===== config.mk =====
export PLATFORM = sky130hd
export DESIGN_NAME = prio_run_sched
export DESIGN_NICKNAME = d
export VERILOG_FILES = /design/src/rtl/sched_pkg.sv /design/src/rtl/rq_heads.sv /design/src/rtl/req_arb.sv /design/src/rtl/prio_run_sched.sv
export SDC_FILE = /design/constraint.sdc
export NUM_CORES = 1
export LEC_CHECK = 0
export BUFFER_PORTS_ARGS = -buffer_cell sky130_fd_sc_hd__buf_2
export CAP_MARGIN = 20
export CORE_UTILIZATION = 57
export CTS_CLUSTER_SIZE = 28
export DETAILED_ROUTE_END_ITERATION = 7
export HOLD_SLACK_MARGIN = 0.08
export PLACE_DENSITY = 0.87
export SLEW_MARGIN = 25
export SYNTH_ARGS = -nofsm -noshare
export SYNTH_HDL_FRONTEND = slang
export SYNTH_SLANG_ARGS = --single-unit
export TNS_END_PERCENT = 30

===== constraint.sdc =====
create_clock -name clk -period 3.9 [get_ports clk]
set_input_delay 0.39 -clock clk [delete_from_list [all_inputs] [get_ports clk]]
set_output_delay 0.39 -clock clk [all_outputs]
set_load 0.1 [all_outputs]

===== src/rtl/sched_pkg.sv =====
package sched_pkg;

    typedef enum logic [2:0] {
        S_IDLE,
        S_SAVE_IP,
        S_APPEND,
        S_LINK,
        S_RD_IP,
        S_RD_LINK,
        S_HSAVE,
        S_ISSUE
    } sched_st_e;

    localparam logic PRI_LO = 1'b0;
    localparam logic PRI_HI = 1'b1;

endpackage


===== src/rtl/rq_heads.sv =====
module rq_heads #(
    parameter int          W  = 16,
    parameter logic [W-1:0] NP = '0
) (
    input  logic                clk,
    input  logic                rst_n,
    input  logic                seed_en,
    input  logic [W-1:0]        seed_p,
    input  logic                tail_en,
    input  logic [W-1:0]        tail_p,
    input  logic                head_en,
    input  logic                head_q,
    input  logic [W-1:0]        head_v,
    output logic [1:0][W-1:0]   front_o,
    output logic [1:0][W-1:0]   back_o,
    output logic [1:0]          empty_o
);

    for (genvar q = 0; q < 2; q++) begin : g_queue
        always_ff @(posedge clk) begin
            if (!rst_n) begin
                front_o[q] <= NP;
                back_o[q]  <= NP;
            end else begin
                if (seed_en && (seed_p[0] == q[0])) begin
                    front_o[q] <= seed_p;
                    back_o[q]  <= seed_p;
                end
                if (tail_en && (tail_p[0] == q[0])) begin
                    back_o[q] <= tail_p;
                end
                if (head_en && (head_q == q[0])) begin
                    front_o[q] <= head_v;
                end
            end
        end
        assign empty_o[q] = (front_o[q] == NP);
    end

    // seeding only happens into an empty queue, linking only into a filled one
    a_r4_seed_empty: assert property (@(posedge clk) disable iff (!rst_n)
        seed_en |-> empty_o[seed_p[0]]);
    a_r4_tail_filled: assert property (@(posedge clk) disable iff (!rst_n)
        tail_en |-> !empty_o[tail_p[0]]);

endmodule


===== src/rtl/req_arb.sv =====
module req_arb (
    input  logic clk,
    input  logic rst_n,
    input  logic open_i,
    input  logic running_i,
    input  logic wake_valid,
    input  logic wake_hi,
    input  logic dsch_valid,
    input  logic stop_valid,
    output logic g_wake,
    output logic g_dsch,
    output logic g_stop
);

    logic hi_wake, own_req;

    always_comb begin
        hi_wake = wake_valid && wake_hi;
        own_req = running_i && (dsch_valid || stop_valid);
        g_wake  = open_i && wake_valid && (wake_hi || !own_req);
        g_dsch  = open_i && running_i && dsch_valid && !hi_wake;
        g_stop  = open_i && running_i && stop_valid && !dsch_valid && !hi_wake;
    end

    // at most one grant per cycle
    a_r10_one_grant: assert property (@(posedge clk) disable iff (!rst_n)
        $onehot0({g_wake, g_dsch, g_stop}));

endmodule


===== src/rtl/prio_run_sched.sv =====
module prio_run_sched
    import sched_pkg::*;
#(
    parameter int           W           = 16,
    parameter int           HI_SAVE_CYC = 3,
    parameter logic [W-1:0] NOT_PROC    = '0
) (
    input  logic         clk,
    input  logic         rst_n,
    input  logic         wake_valid,
    input  logic [W-1:0] wake_wptr,
    output logic         wake_ack,
    input  logic         dsch_valid,
    input  logic [W-1:0] dsch_iptr,
    output logic         dsch_ack,
    input  logic         stop_valid,
    output logic         stop_ack,
    input  logic [W-1:0] cur_iptr,
    output logic         run_valid,
    output logic [W-1:0] run_wptr,
    output logic [W-1:0] run_iptr,
    output logic         run_pre,
    output logic         idle,
    output logic         mem_req,
    output logic         mem_we,
    output logic [W-1:0] mem_addr,
    output logic [W-1:0] mem_wdata,
    input  logic         mem_ack,
    input  logic [W-1:0] mem_rdata
);

    localparam int             CW       = (HI_SAVE_CYC > 1) ? $clog2(HI_SAVE_CYC) : 1;
    localparam logic [CW-1:0]  CNT_LOAD = CW'(HI_SAVE_CYC - 1);

    function automatic logic [W-1:0] ip_slot(input logic [W-1:0] wp);
        return {wp[W-1:1], 1'b0} - W'(1);
    endfunction

    function automatic logic [W-1:0] link_slot(input logic [W-1:0] wp);
        return {wp[W-1:1], 1'b0} - W'(2);
    endfunction

    sched_st_e         st_q, st_d;
    logic [W-1:0]      op_w_q, op_ip_q;
    logic [CW-1:0]     cnt_q;
    logic              run_q, resume_q;
    logic [W-1:0]      cur_w_q;
    logic              sv_q;
    logic [W-1:0]      sv_w_q, sv_ip_q;

    logic [1:0][W-1:0] front, back;
    logic [1:0]        empty;
    logic              g_wake, g_dsch, g_stop, any_g;
    logic              disp_hi, disp_lo, disp_sv;
    logic              dq_start, sv_start;
    logic [W-1:0]      dq_w;
    logic              op_q, is_last;
    sched_st_e         after_rd;

    logic              seed_en, tail_en, head_en;
    logic [W-1:0]      head_v;

    req_arb u_arb (
        .clk        (clk),
        .rst_n      (rst_n),
        .open_i     (st_q == S_IDLE),
        .running_i  (run_q),
        .wake_valid (wake_valid),
        .wake_hi    (wake_wptr[0]),
        .dsch_valid (dsch_valid),
        .stop_valid (stop_valid),
        .g_wake     (g_wake),
        .g_dsch     (g_dsch),
        .g_stop     (g_stop)
    );

    rq_heads #(.W(W), .NP(NOT_PROC)) u_heads (
        .clk     (clk),
        .rst_n   (rst_n),
        .seed_en (seed_en),
        .seed_p  (op_w_q),
        .tail_en (tail_en),
        .tail_p  (op_w_q),
        .head_en (head_en),
        .head_q  (op_q),
        .head_v  (head_v),
        .front_o (front),
        .back_o  (back),
        .empty_o (empty)
    );

    // decision terms
    always_comb begin
        any_g    = g_wake || g_dsch || g_stop;
        op_q     = op_w_q[0];
        is_last  = (op_w_q == back[op_q]);
        after_rd = op_q ? S_HSAVE : S_ISSUE;
        disp_hi  = !empty[PRI_HI] && (!run_q || !cur_w_q[0]);
        disp_sv  = !run_q && sv_q;
        disp_lo  = !run_q && !empty[PRI_LO];
        dq_start = (st_q == S_IDLE) && !any_g && (disp_hi || (!disp_sv && disp_lo));
        sv_start = (st_q == S_IDLE) && !any_g && !disp_hi && disp_sv;
        dq_w     = disp_hi ? front[PRI_HI] : front[PRI_LO];
    end

    // next state
    always_comb begin
        st_d = st_q;
        unique case (st_q)
            S_IDLE: begin
                if (g_wake)        st_d = S_APPEND;
                else if (g_dsch)   st_d = S_SAVE_IP;
                else if (g_stop)   st_d = S_IDLE;
                else if (dq_start) st_d = S_RD_IP;
                else if (sv_start) st_d = S_ISSUE;
            end
            S_SAVE_IP: if (mem_ack) st_d = S_APPEND;
            S_APPEND:  st_d = empty[op_q] ? S_IDLE : S_LINK;
            S_LINK:    if (mem_ack) st_d = S_IDLE;
            S_RD_IP:   if (mem_ack) st_d = is_last ? after_rd : S_RD_LINK;
            S_RD_LINK: if (mem_ack) st_d = after_rd;
            S_HSAVE:   if (cnt_q == '0) st_d = S_ISSUE;
            S_ISSUE:   st_d = S_IDLE;
            default:   st_d = S_IDLE;
        endcase
    end

    // state register
    always_ff @(posedge clk) begin
        if (!rst_n) st_q <= S_IDLE;
        else        st_q <= st_d;
    end

    // datapath registers
    always_ff @(posedge clk) begin
        if (!rst_n) begin
            op_w_q   <= NOT_PROC;
            op_ip_q  <= '0;
            cnt_q    <= '0;
            run_q    <= 1'b0;
            resume_q <= 1'b0;
            cur_w_q  <= NOT_PROC;
            sv_q     <= 1'b0;
            sv_w_q   <= NOT_PROC;
            sv_ip_q  <= '0;
        end else begin
            unique case (st_q)
                S_IDLE: begin
                    if (g_wake) begin
                        op_w_q <= wake_wptr;
                    end else if (g_dsch) begin
                        op_w_q  <= cur_w_q;
                        op_ip_q <= dsch_iptr;
                        run_q   <= 1'b0;
                    end else if (g_stop) begin
                        run_q <= 1'b0;
                    end else if (dq_start) begin
                        op_w_q   <= dq_w;
                        resume_q <= 1'b0;
                    end else if (sv_start) begin
                        op_w_q   <= sv_w_q;
                        op_ip_q  <= sv_ip_q;
                        resume_q <= 1'b1;
                    end
                end
                S_RD_IP: begin
                    if (mem_ack) begin
                        op_ip_q <= mem_rdata;
                        cnt_q   <= CNT_LOAD;
                    end
                end
                S_RD_LINK: begin
                    if (mem_ack) cnt_q <= CNT_LOAD;
                end
                S_HSAVE: begin
                    if (cnt_q != '0) cnt_q <= cnt_q - CW'(1);
                end
                S_ISSUE: begin
                    if (run_q) begin
                        sv_q    <= 1'b1;
                        sv_w_q  <= cur_w_q;
                        sv_ip_q <= cur_iptr;
                    end else if (resume_q) begin
                        sv_q <= 1'b0;
                    end
                    run_q    <= 1'b1;
                    cur_w_q  <= op_w_q;
                    resume_q <= 1'b0;
                end
                default: ;
            endcase
        end
    end

    // outputs and queue-head controls
    always_comb begin
        wake_ack  = g_wake;
        dsch_ack  = g_dsch;
        stop_ack  = g_stop;
        run_valid = (st_q == S_ISSUE);
        run_wptr  = op_w_q;
        run_iptr  = op_ip_q;
        run_pre   = (st_q == S_ISSUE) && run_q;
        idle      = (st_q == S_IDLE) && !run_q && !sv_q && empty[PRI_HI] && empty[PRI_LO];

        mem_req   = 1'b0;
        mem_we    = 1'b0;
        mem_addr  = '0;
        mem_wdata = '0;
        unique case (st_q)
            S_SAVE_IP: begin
                mem_req   = 1'b1;
                mem_we    = 1'b1;
                mem_addr  = ip_slot(op_w_q);
                mem_wdata = op_ip_q;
            end
            S_LINK: begin
                mem_req   = 1'b1;
                mem_we    = 1'b1;
                mem_addr  = link_slot(back[op_q]);
                mem_wdata = op_w_q;
            end
            S_RD_IP: begin
                mem_req  = 1'b1;
                mem_addr = ip_slot(op_w_q);
            end
            S_RD_LINK: begin
                mem_req  = 1'b1;
                mem_addr = link_slot(op_w_q);
            end
            default: ;
        endcase

        seed_en = (st_q == S_APPEND) && empty[op_q];
        tail_en = (st_q == S_LINK) && mem_ack;
        head_en = mem_ack && (((st_q == S_RD_IP) && is_last) || (st_q == S_RD_LINK));
        head_v  = (st_q == S_RD_LINK) ? mem_rdata : NOT_PROC;
    end

    // a low priority issue only happens with the high queue empty
    a_r1_hi_first: assert property (@(posedge clk) disable iff (!rst_n)
        (run_valid && !run_wptr[0]) |-> empty[PRI_HI]);

    // queued high work with a low process running starts a dequeue next cycle
    a_r2_preempt_now: assert property (@(posedge clk) disable iff (!rst_n)
        ((st_q == S_IDLE) && !any_g && run_q && !cur_w_q[0] && !empty[PRI_HI])
        |=> (st_q == S_RD_IP));

    // the save write targets an odd word just below the base
    a_r3_save_odd: assert property (@(posedge clk) disable iff (!rst_n)
        (mem_req && (st_q == S_SAVE_IP)) |-> (mem_we && mem_addr[0]));

    // every high priority issue from a queue passes the extra save cycles
    a_r6_hi_save: assert property (@(posedge clk) disable iff (!rst_n)
        (run_valid && run_wptr[0]) |-> $past(st_q == S_HSAVE));

    // the parked process is resumed as soon as the processor is free
    a_r7_resume: assert property (@(posedge clk) disable iff (!rst_n)
        ((st_q == S_IDLE) && !any_g && !run_q && sv_q && empty[PRI_HI])
        |=> (run_valid && (run_wptr == $past(sv_w_q))));

    // an idle block makes no issue and no memory request
    a_r8_idle_quiet: assert property (@(posedge clk) disable iff (!rst_n)
        idle |-> (!run_valid && !mem_req));

    // request fields hold until acknowledged
    a_r9_hold: assert property (@(posedge clk) disable iff (!rst_n)
        (mem_req && !mem_ack) |=> (mem_req && $stable(mem_addr) && $stable(mem_we)
                                   && $stable(mem_wdata)));

endmodule


==> run metrics, run 1 <==
Synthesis Warnings 0; initial drt markers around 1100; Final setup viols 0; CTS clk-pin slew, worst paths 0.06 ns; hold buffer count at CTS 0; n_diodes 0; critical path's slowest cell a2111oi_2; number of flops mapped to enable cells by yosys 0; area of placed instances roughly 9200 sq um; Inst Count DP 1303; slowest stage delay, CP 0.63 ns; Clock Sinks ~150; filler-free cell count of the finished design about 1300; Fill cells ~1100; max cap viols 0; worst relative slew slack between 40% and 50%; critical path launch point type register; Worst path top cell family by delay compound AO/OA/AOI/OAI gates; Final Cycle Share 91.5%; first-pass GRT wire length roughly 40000 microns; CTS tree done; root buf cell clkbuf_16; design area approximately 9800 sq um; Synth Cell Area approximately 8000 sq um; # DRC 0; syn_nets ~1100; Final nets about 1200; CP arrival approximately 3.2 ns; clock buffer depth 2; Worst Hold Class in -> reg; Worst Path Buf+Inv 2; vias post-DR approximately 8500; final number of hold-violating endpoints 0; initial antenna violation count 1; H-tree levels 4; Final Slew Violations 0; crit end category output pin; Cells after Synth just over 1000; Total Power ~9.2 mW; area grow syn2layout 21.5%; area of the core ~14000 sq um; status completed; Max Clock Skew between 0.007 and 0.008 ns; Mapped Avg Cell Area 7.81 sq um; vias in the first global route around 8000; Crit Path Class reg -> out; die area 14600 sq um; P_leak about 4.0 nW; # rows 43; Vias/cell between 6 and 7; synth unique cells between 60 and 70; ys flop type dfxtp_1; crit path max fanout 14; IO buf count roughly 140; routability cong. 0.909; Routed WL ~26000 microns; Num CTS Buffers 17; # IOs roughly 140; flops & latches, synth 152; layout cells sized above 1 21.1%; Crit path top cell by count nand3_1; critical path cell sequence buf_4, mux2i_1, nand3_1, a2111oi_2, nand3_1, xnor2_1, o22ai_2, buf_12; gr ovfl total 0; Die Width between 100 and 150 microns; maximum VDD drop between 0.5 and 0.6 mV; async set-reset flop share out of synthesis 0%; overall routing resource usage a little over a third; fmax roughly 280 MHz; WL/cell roughly 20 microns; Critical Path RT between 3 and 4 ns; Tmin final 3.57 ns; Seq/Total Area, Yosys between 30% and 40%; DRT antenna net count 0; drt first pass iters 7; Starting Density about three fifths; post-detail-place hpwl about 18000 microns; largest net degree at the start of global routing ~50; Worst Tran Pin Value ~0.90 ns; Die Y 121 microns; Clock Latency Late Sink around 0.42 ns; unrepaired setup endpoints after global routing false; pwr/cell area approximately 940 nW/um^2
## cell usage in the layout (no fill, tap or decap), types with 3 or more instances in the layout
cell type / count
nor3b_1: 3
dfxtp_1: 151
a21oi_1: 121
inv_1: 17
clkbuf_8: 3
nand3_1: 28
o22a_1: 16
a311oi_1: 3
o22ai_2: 4
a211oi_1: 3
o211ai_1: 19
nand4_1: 7
a31oi_1: 6
a22oi_1: 16
or4_4: 3
nor4_1: 10
buf_12: 15
nand2_1: 208
buf_4: 38
o221ai_2: 4
nor3_1: 15
o22ai_1: 7
mux2_2: 3
xnor2_1: 29
o221ai_1: 12
buf_2: 126
or3_1: 5
o21ai_0: 60
nor2_1: 64
inv_6: 5
ha_1: 3
xor2_1: 10
clkbuf_16: 17
or4_1: 3
nand2b_1: 3
mux2i_1: 63
## area by class of cell
| class | count | area, sq um | share of cell area (%) |
|---|---|---|---|
| Multi-Input combinational cell | 772 | 4610 | 47.2 |
| Tap cell | 180 | 225 | 2.30 |
| Sequential cell | 152 | 3040 | 31.1 |
| Clock buffer | 21 | 470 | 4.81 |
| Timing Repair Buffer | 179 | 1220 | 12.4 |
| Clock inverter | 11 | 134 | 1.37 |
| Inverter | 20 | 75.1 | 0.768 |
## synthesized netlist by cell type (6+ instances only)
master / count / area, sq um
clkbuf_1: 57 / 214
xnor2_1: 29 / 254
o221ai_1: 12 / 105
a31oi_1: 6 / 37.5
o22a_1: 16 / 140
o211ai_1: 19 / 143
a21oi_1: 121 / 606
buf_1: 6 / 22.5
inv_1: 18 / 67.6
nand3_1: 29 / 145
nand2_1: 208 / 781
o21ai_0: 61 / 305
nand4_1: 7 / 43.8
nor3_1: 15 / 75.1
a22oi_1: 16 / 120
nor4_1: 12 / 75.1
dfxtp_1: 152 / 3040
xor2_1: 10 / 87.6
o22ai_1: 12 / 75.1
mux2i_1: 63 / 631
nor2_1: 66 / 248
buf_2: 16 / 80.1
## worst reg2reg max path, stage by stage, from the launching register on
cell     delay [ns]
dfxtp_1        0.33
or4_1          0.58
or4_4          0.59
nor4b_4        0.26
buf_4          0.29
a41o_1         0.14
buf_4          0.31
mux2i_1        0.31
nor2_1         0.07
## metrics by stage
step	setup WS, ns	util [%]	setup TNS, ns	hold WS (ns)
detailed placement	0.561	66.3	0	0.444
finish	0.333	70.7	0	0.198
floorplan	-0.191	-	-0.922	0.433
CTS	0.0812	70.6	0	0.192
global placement	0.658	66.2	0	0.438
global route	0.118	70.7	0	0.194
## flip-flops by register name, summed over array words and instances, names as in the netlist
signal           cells
st_q                 3
sv_w_q              16
u_heads.back_o      32
run_wptr            16
run_q                1
cnt_q                2
u_heads.front_o     32
sv_q                 1
cur_w_q             16
resume_q             1
run_iptr            16
sv_ip_q             16
## path summary, 6_finish.rpt
check | startpoint | endpoint | slack, ns | cells after the start
min reg2reg | sv_w_q[13] | sv_w_q[13] | 0.45 | 2
min | cur_iptr[14] | sv_ip_q[14] | 0.20 | 3
max | run_wptr[0] | mem_addr[11] | 0.33 | 8
max reg2reg | u_heads.front_o[24] | u_heads.back_o[23] | 0.89 | 8
## power breakdown
part	internal [mW]	total, mW	switching, mW
logic	1.89	5.57	3.68
registers	1.73	1.96	0.226
clock network	1.01	1.70	0.690
## what timing repair did
item,in CTS,in global routing
setup endpoints to repair,0,7
hold endpoints to repair,0,0
buffers inserted,0,0
resized for setup,0,2
## cells by family after synthesis
family	after synthesis	synth area share (%)
fa+ha+maj	3	0.467
flops	152	37.8
xor+xnor	39	4.25
mux	66	8.26
simple gates	369	20.5
buf+inv	106	5.86
compound gates	295	22.9
## routing by layer
| metal | part of all wire (%) | vias to the layer above | routed length [microns] | global-route usage [%] |
|---|---|---|---|---|
| met5 | 0.035 | - | 9 | 0 |
| met4 | 4.2 | 2 | 1100 | 18.2 |
| met3 | 9.1 | 98 | 2360 | 7.50 |
| met2 | 47 | 512 | 12200 | 57.1 |
| met1 | 40 | 3967 | 10400 | 46.8 |
| li1 | - | 3887 | - | - |
(Power assumes the default switching activity.)
==> run 2: changes to the inputs <==
ABC_AREA = 1   (was unset)
CORE_UTILIZATION = 58   (was 57)
==> run metrics, run 2 <==
reg2reg end u_heads.front_o[25]; root buf cell clkbuf_16; CTS tree done; GRT met2 Usage 62.5%; Post-CTS Setup Bufs 0; async set-reset flop share out of synthesis 0%; routability cong. roughly 0.96; Final setup viols 0; critical path launch point type register; Final nets 1614; WL/cell 17.1 microns; Die Y between 100 and 150 microns; syn_nets between 1500 and 2000; Clock Sinks around 150; pwr/cell area 1010 nW/um^2; Clock Latency Late Sink between 0.4 and 0.5 ns; register area around 3000 sq um; Mapped Avg Cell Area 6.26 sq um; slowest stage delay, CP around 0.52 ns; maximum VDD drop around 1.1 mV; Critical Path RT roughly 3.5 ns; DRT antenna net count 0; critical path cell sequence inv_2, nor2_4, nand2_4, o21ai_1, ha_1, inv_1, nor2_2, nand2_1, nor2_4, nand2_1, nand2_1, nand2_1, o22ai_1, buf_12; Crit Path Class reg -> out; Place WS around 0.84 ns; synth unique cells 42; Total Power 10.7 mW; worst relative slew slack about 45%; n_diodes 0; post-detail-place hpwl 21000 microns; Largest regs u_heads.back_o (32), u_heads.front_o (32); post-synth top area cell dfxtp_1; fmax ~280 MHz; launching point of the worst reg2reg path run_wptr[0]; GRT Max-Usage Layer met2; Fill cells around 1300; IO buf count between 100 and 150; initial drt markers approximately 1100; flops & latches, synth between 150 and 200; Synthesis Warnings 0; drt first pass iters 7; Worst setup endpoint mem_addr[15]; Worst Tran Pin Value 0.830 ns; Crit path top cell by count nand2_1; CP arrival approximately 3.2 ns; final number of hold-violating endpoints 0; P_leak between 5 and 6 nW; H-tree levels 4; met3 usage under 10%; gr ovfl total 0; Synth Cell Area 9020 sq um; layout cells sized above 1 16.5%; most frequent cells in the layout 317 x nand2_1, 178 x nor2_1, 165 x o21ai_0; largest net degree at the start of global routing between 50 and 60; vias in the first global route slightly above 9000; Synth top area share approximately a third; Final Cycle Share approximately 92%; Area contributors post-synth dfxtp_1 34%, nand2_1 13%, o21ai_0 9.2%; commonest non-fill, non-tap cell in the layout nand2_1; Num CTS Buffers 17; # DRC 0; post-cts resize count 0; footprint of the multi-input gates approximately 4900 sq um; Seq/Total Area, Yosys between 30% and 40%; Routed WL just under 30000 microns; final setup margin 0.294 ns; die area 16100 sq um; Starting Density 59.3%; initial antenna violation count 0; max cap viols 0; FF-to-FF path depth 12; area grow syn2layout 17.2%; Vias/cell between 5 and 6; top post-synthesis cells by count 317 x nand2_1, 179 x nor2_1, 166 x o21ai_0, 153 x inv_1, 152 x dfxtp_1; first-pass GRT wire length 46800 microns; overall routing resource usage 37.6%; Die Width 127 microns; vias post-DR 10252; area of the core 15200 sq um; ys flop type dfxtp_1; Tmin final 3.61 ns; status completed; Final Slew Violations 0; clock buffer depth 2; hold buffer count at CTS 0; unrepaired setup endpoints after global routing false; hold_ws slightly above 0.2 ns; Max Clock Skew 0.00610 ns; most frequent cell after synthesis nand2_1; crit end category output pin; Cells on Worst Hold Path 3; number of flops mapped to enable cells by yosys 0; CTS clk-pin slew, worst paths about 0.060 ns; Worst Hold Class in -> reg; critical path's slowest cell dfxtp_1; Cells after Synth about 1400; M1 GR Usage a little under half; # rows 45; # IOs approximately 140; r2r setup slk ~0.74 ns; crit path max fanout 45; worst setup path start st_q[2]
==> run 2: cell types whose count changed after synthesis, moves of 14 or more <==
| cell | previous run | this run |
|---|---|---|
| a22oi_1 | 16 | 0 |
| buf_2 | 16 | 30 |
| inv_1 | 18 | 153 |
| inv_2 | 0 | 14 |
| mux2i_1 | 63 | 0 |
| nand2_1 | 208 | 317 |
| nand3_1 | 29 | 82 |
| nand3b_1 | 1 | 23 |
| nand4_1 | 7 | 24 |
| nor2_1 | 66 | 179 |
| o21ai_0 | 61 | 166 |
| o21ai_1 | 0 | 18 |
| o22a_1 | 16 | 0 |
| xnor2_1 | 29 | 3 |
==> run 2: power breakdown <==
group          switching (mW)  total [mW]  internal [mW]  leakage (nW)
Combinational            5.08        6.96           1.88          3.57
Sequential              0.261        2.11           1.85          1.23
Clock                   0.745        1.58          0.838         0.274
==> run 2: final cells by class <==
class | instances | share of cell area [%]
timing repair buffer | 175 | 11.1
sequential | 152 | 28.8
tap | 188 | 2.22
clock buffer | 17 | 4.02
inverter | 168 | 5.96
clock inverter | 15 | 1.24
multi-input combinational | 1027 | 46.7
==> run 2: per-stage QoR <==
stage	util (%)	instances	cell area, sq um	TNS [ns]
3_5_place_dp	65.9	1710	10000	0
3_3_place_gp	65.9	1710	10000	0
6_report	69.6	1742	10600	0
2_1_floorplan	-	1441	9030	-3.21
5_1_grt	69.6	1742	10600	0
4_1_cts	69.6	1742	10600	0
==> run 2: cell families (layout without fill, tap and decap cells) <==
group	Yosys count	count (layout)	synth area share, %
flip-flops	152	152	33.7
AND/OR/NAND/NOR	656	656	31.5
buffers and inverters	262	375	11.9
AO/OA/AOI/OAI	358	358	21.5
adder cells (fa/ha/maj)	3	3	0.416
XOR/XNOR	10	10	0.971
==> run 2: per-layer routing <==
layer	vias up	share of wire (%)
li1	4879	-
met1	4674	38
met2	552	47
met3	147	9.1
met4	0	6.4
met5	-	0
==> run 2: how the worst min path moves through the flow <==
| stage | start | to | slack (ns) |
|---|---|---|---|
| finish | cur_iptr[15] | sv_ip_q[15] | 0.20 |
| global route | cur_iptr[10] | sv_ip_q[10] | 0.23 |
| CTS | cur_iptr[15] | sv_ip_q[15] | 0.21 |
| detailed placement | u_heads.back_o[0] | u_heads.back_o[0] | 0.43 |
| global placement | u_heads.back_o[0] | u_heads.back_o[0] | 0.42 |
| floorplan | u_heads.back_o[0] | u_heads.back_o[0] | 0.41 |
==> run 2: critical path, delay by kind of cell, from the launching register on <==
family | cells | cell delay, ns
AND/OR/NAND/NOR | 8 | 1.08
flip-flops | 1 | 0.52
AO/OA/AOI/OAI | 2 | 0.53
adder cells (fa/ha/maj) | 1 | 0.20
buffers and inverters | 3 | 0.39
==> run 3: changes to the inputs <==
MAX_ROUTING_LAYER = met4   (was unset)
==> run metrics, run 3 (synthesized netlist as in run 2, its figures left out) <==
clock power share 15.7%; largest net degree at the start of global routing 64; CTS clk-pin slew, worst paths 0.06 ns; status completed; hold_ws about 0.22 ns; filler-free cell count of the finished design about 1700; Internal around 4.7 mW; Seq pwr share between 20% and 30%; Worst Tran Pin Value 0.832 ns; Final setup viols 0; vias in the first global route 9391; combinational share of power approximately 64%; initial antenna violation count 0; unrepaired setup endpoints after global routing false; pwr/cell area 1020 nW/um^2; max cap viols 0; # IOs roughly 140; Largest regs u_heads.back_o (32), u_heads.front_o (32); sw frac a little under three fifths; net load switching power a little over 6 mW; routability cong. ~0.98; Post-CTS Setup Bufs 0; final number of hold-violating endpoints 0; DRT antenna net count 0; root buf cell clkbuf_16; worst relative slew slack between 40 and 50%; CTS tree done; area of placed instances about 10000 sq um; n_diodes 0; Critical Path RT ~3.5 ns; hold buffer count at CTS 0; Max Clock Skew between 0.007 and 0.008 ns; final setup margin about 0.38 ns; CP arrival 3.13 ns; Die Width 127 microns; clock buffer depth 2; P_leak a little over 5 nW; drt first pass iters 7; IO buf count ~140; post-detail-place hpwl roughly 22000 microns; Routed WL 30600 microns; WL/cell approximately 18 microns; fmax between 200 and 300 MHz; commonest non-fill, non-tap cell in the layout nand2_1; area grow syn2layout 17.2%; die area 16100 sq um; first-pass GRT wire length between 40000 and 50000 microns; Crit Path Class reg -> out; Final nets about 1600; overall routing resource usage approximately two fifths; post-cts resize count 0; Vias/cell slightly below 6; initial drt markers 1266; Clock Sinks between 150 and 200; Worst Hold Class in -> reg; Place WS roughly 0.90 ns; Starting Density around three fifths; Clock Latency Late Sink roughly 0.44 ns; Final Slew Violations 0; gr ovfl total 0; layout cells sized above 1 16.1%; most frequent cells in the layout 317 x nand2_1, 178 x nor2_1, 165 x o21ai_0; Inst Count DP 1703; maximum VDD drop about 1.0 mV; vias post-DR around 10000; crit path max fanout 31; # rows between 40 and 50; # DRC 0; design area ~11000 sq um; crit end category output pin; area of the core around 15000 sq um; H-tree levels 4; critical path launch point type register; Total Power ~11 mW; Final Cycle Share between 90% and 100%; Die Y 127 microns; Tmin final about 3.5 ns; Num CTS Buffers 17
-- run 3: cell types whose count changed in the layout (fill, tap and decap cells not counted), sizes merged --
cell    before  now
bufinv       0    2
buf        175  168
clkbuf      17   18
inv        177  174
-- run 3: power groups by stage --
stage | logic, mW | clock network, mW | registers (mW)
CTS | 6.82 | 1.69 | 2.17
floorplan | 4.55 | 0 | 2.75
global placement | 6.71 | 0 | 2.19
global route | 7.45 | 1.76 | 2.21
finish | 6.92 | 1.70 | 2.18
detailed placement | 6.78 | 0 | 2.20
-- run 3: final cells by class --
cell class                 count  area, sq um
timing repair buffer         168         1120
inverter                     168          631
clock inverter                14          163
tap                          188          235
sequential                   152         3040
fill                        1296         4640
multi-input combinational   1027         4930
clock buffer                  18          439
-- run 3: path summary, 6_finish.rpt --
path / start / slack, ns / cells past startpoint / end
worst min-delay path: cur_iptr[15] / 0.22 / 3 / sv_ip_q[15]
worst min register to register: u_heads.back_o[0] / 0.43 / 2 / u_heads.back_o[0]
worst max register to register: run_wptr[0] / 0.79 / 14 / u_heads.front_o[23]
worst max-delay path: st_q[2] / 0.38 / 14 / mem_addr[15]
-- run 3: critical path, stage by stage (launching register included) --
cell and delay (ns):
dfxtp_1 0.51, inv_2 0.12, nor2_4 0.17, nand2_4 0.23
o21ai_1 0.27, ha_1 0.20, inv_1 0.07, nor2_2 0.18
nand2_1 0.15, nor2_4 0.14, nand2_1 0.08, nand2_1 0.06
nand2_1 0.05, o22ai_1 0.22, buf_12 0.21
-- run 3: layer usage --
metal  global-route usage [%]  vias up  wire length, microns
met2                     63.5      605                 14400
met4                     23.7        0                  1770
met5                        -        -                     0
met3                     6.96      137                  3060
met1                     48.5     4655                 11400
li1                         -     4858                     -
-- run 3: per-stage QoR --
stage                     utilization [%]  TNS, ns
after detailed placement             65.5        0
after CTS                            69.5        0
final                                69.5        0
after global placement               65.5        0
after global routing                 69.5        0
after floorplan                         -    -3.21
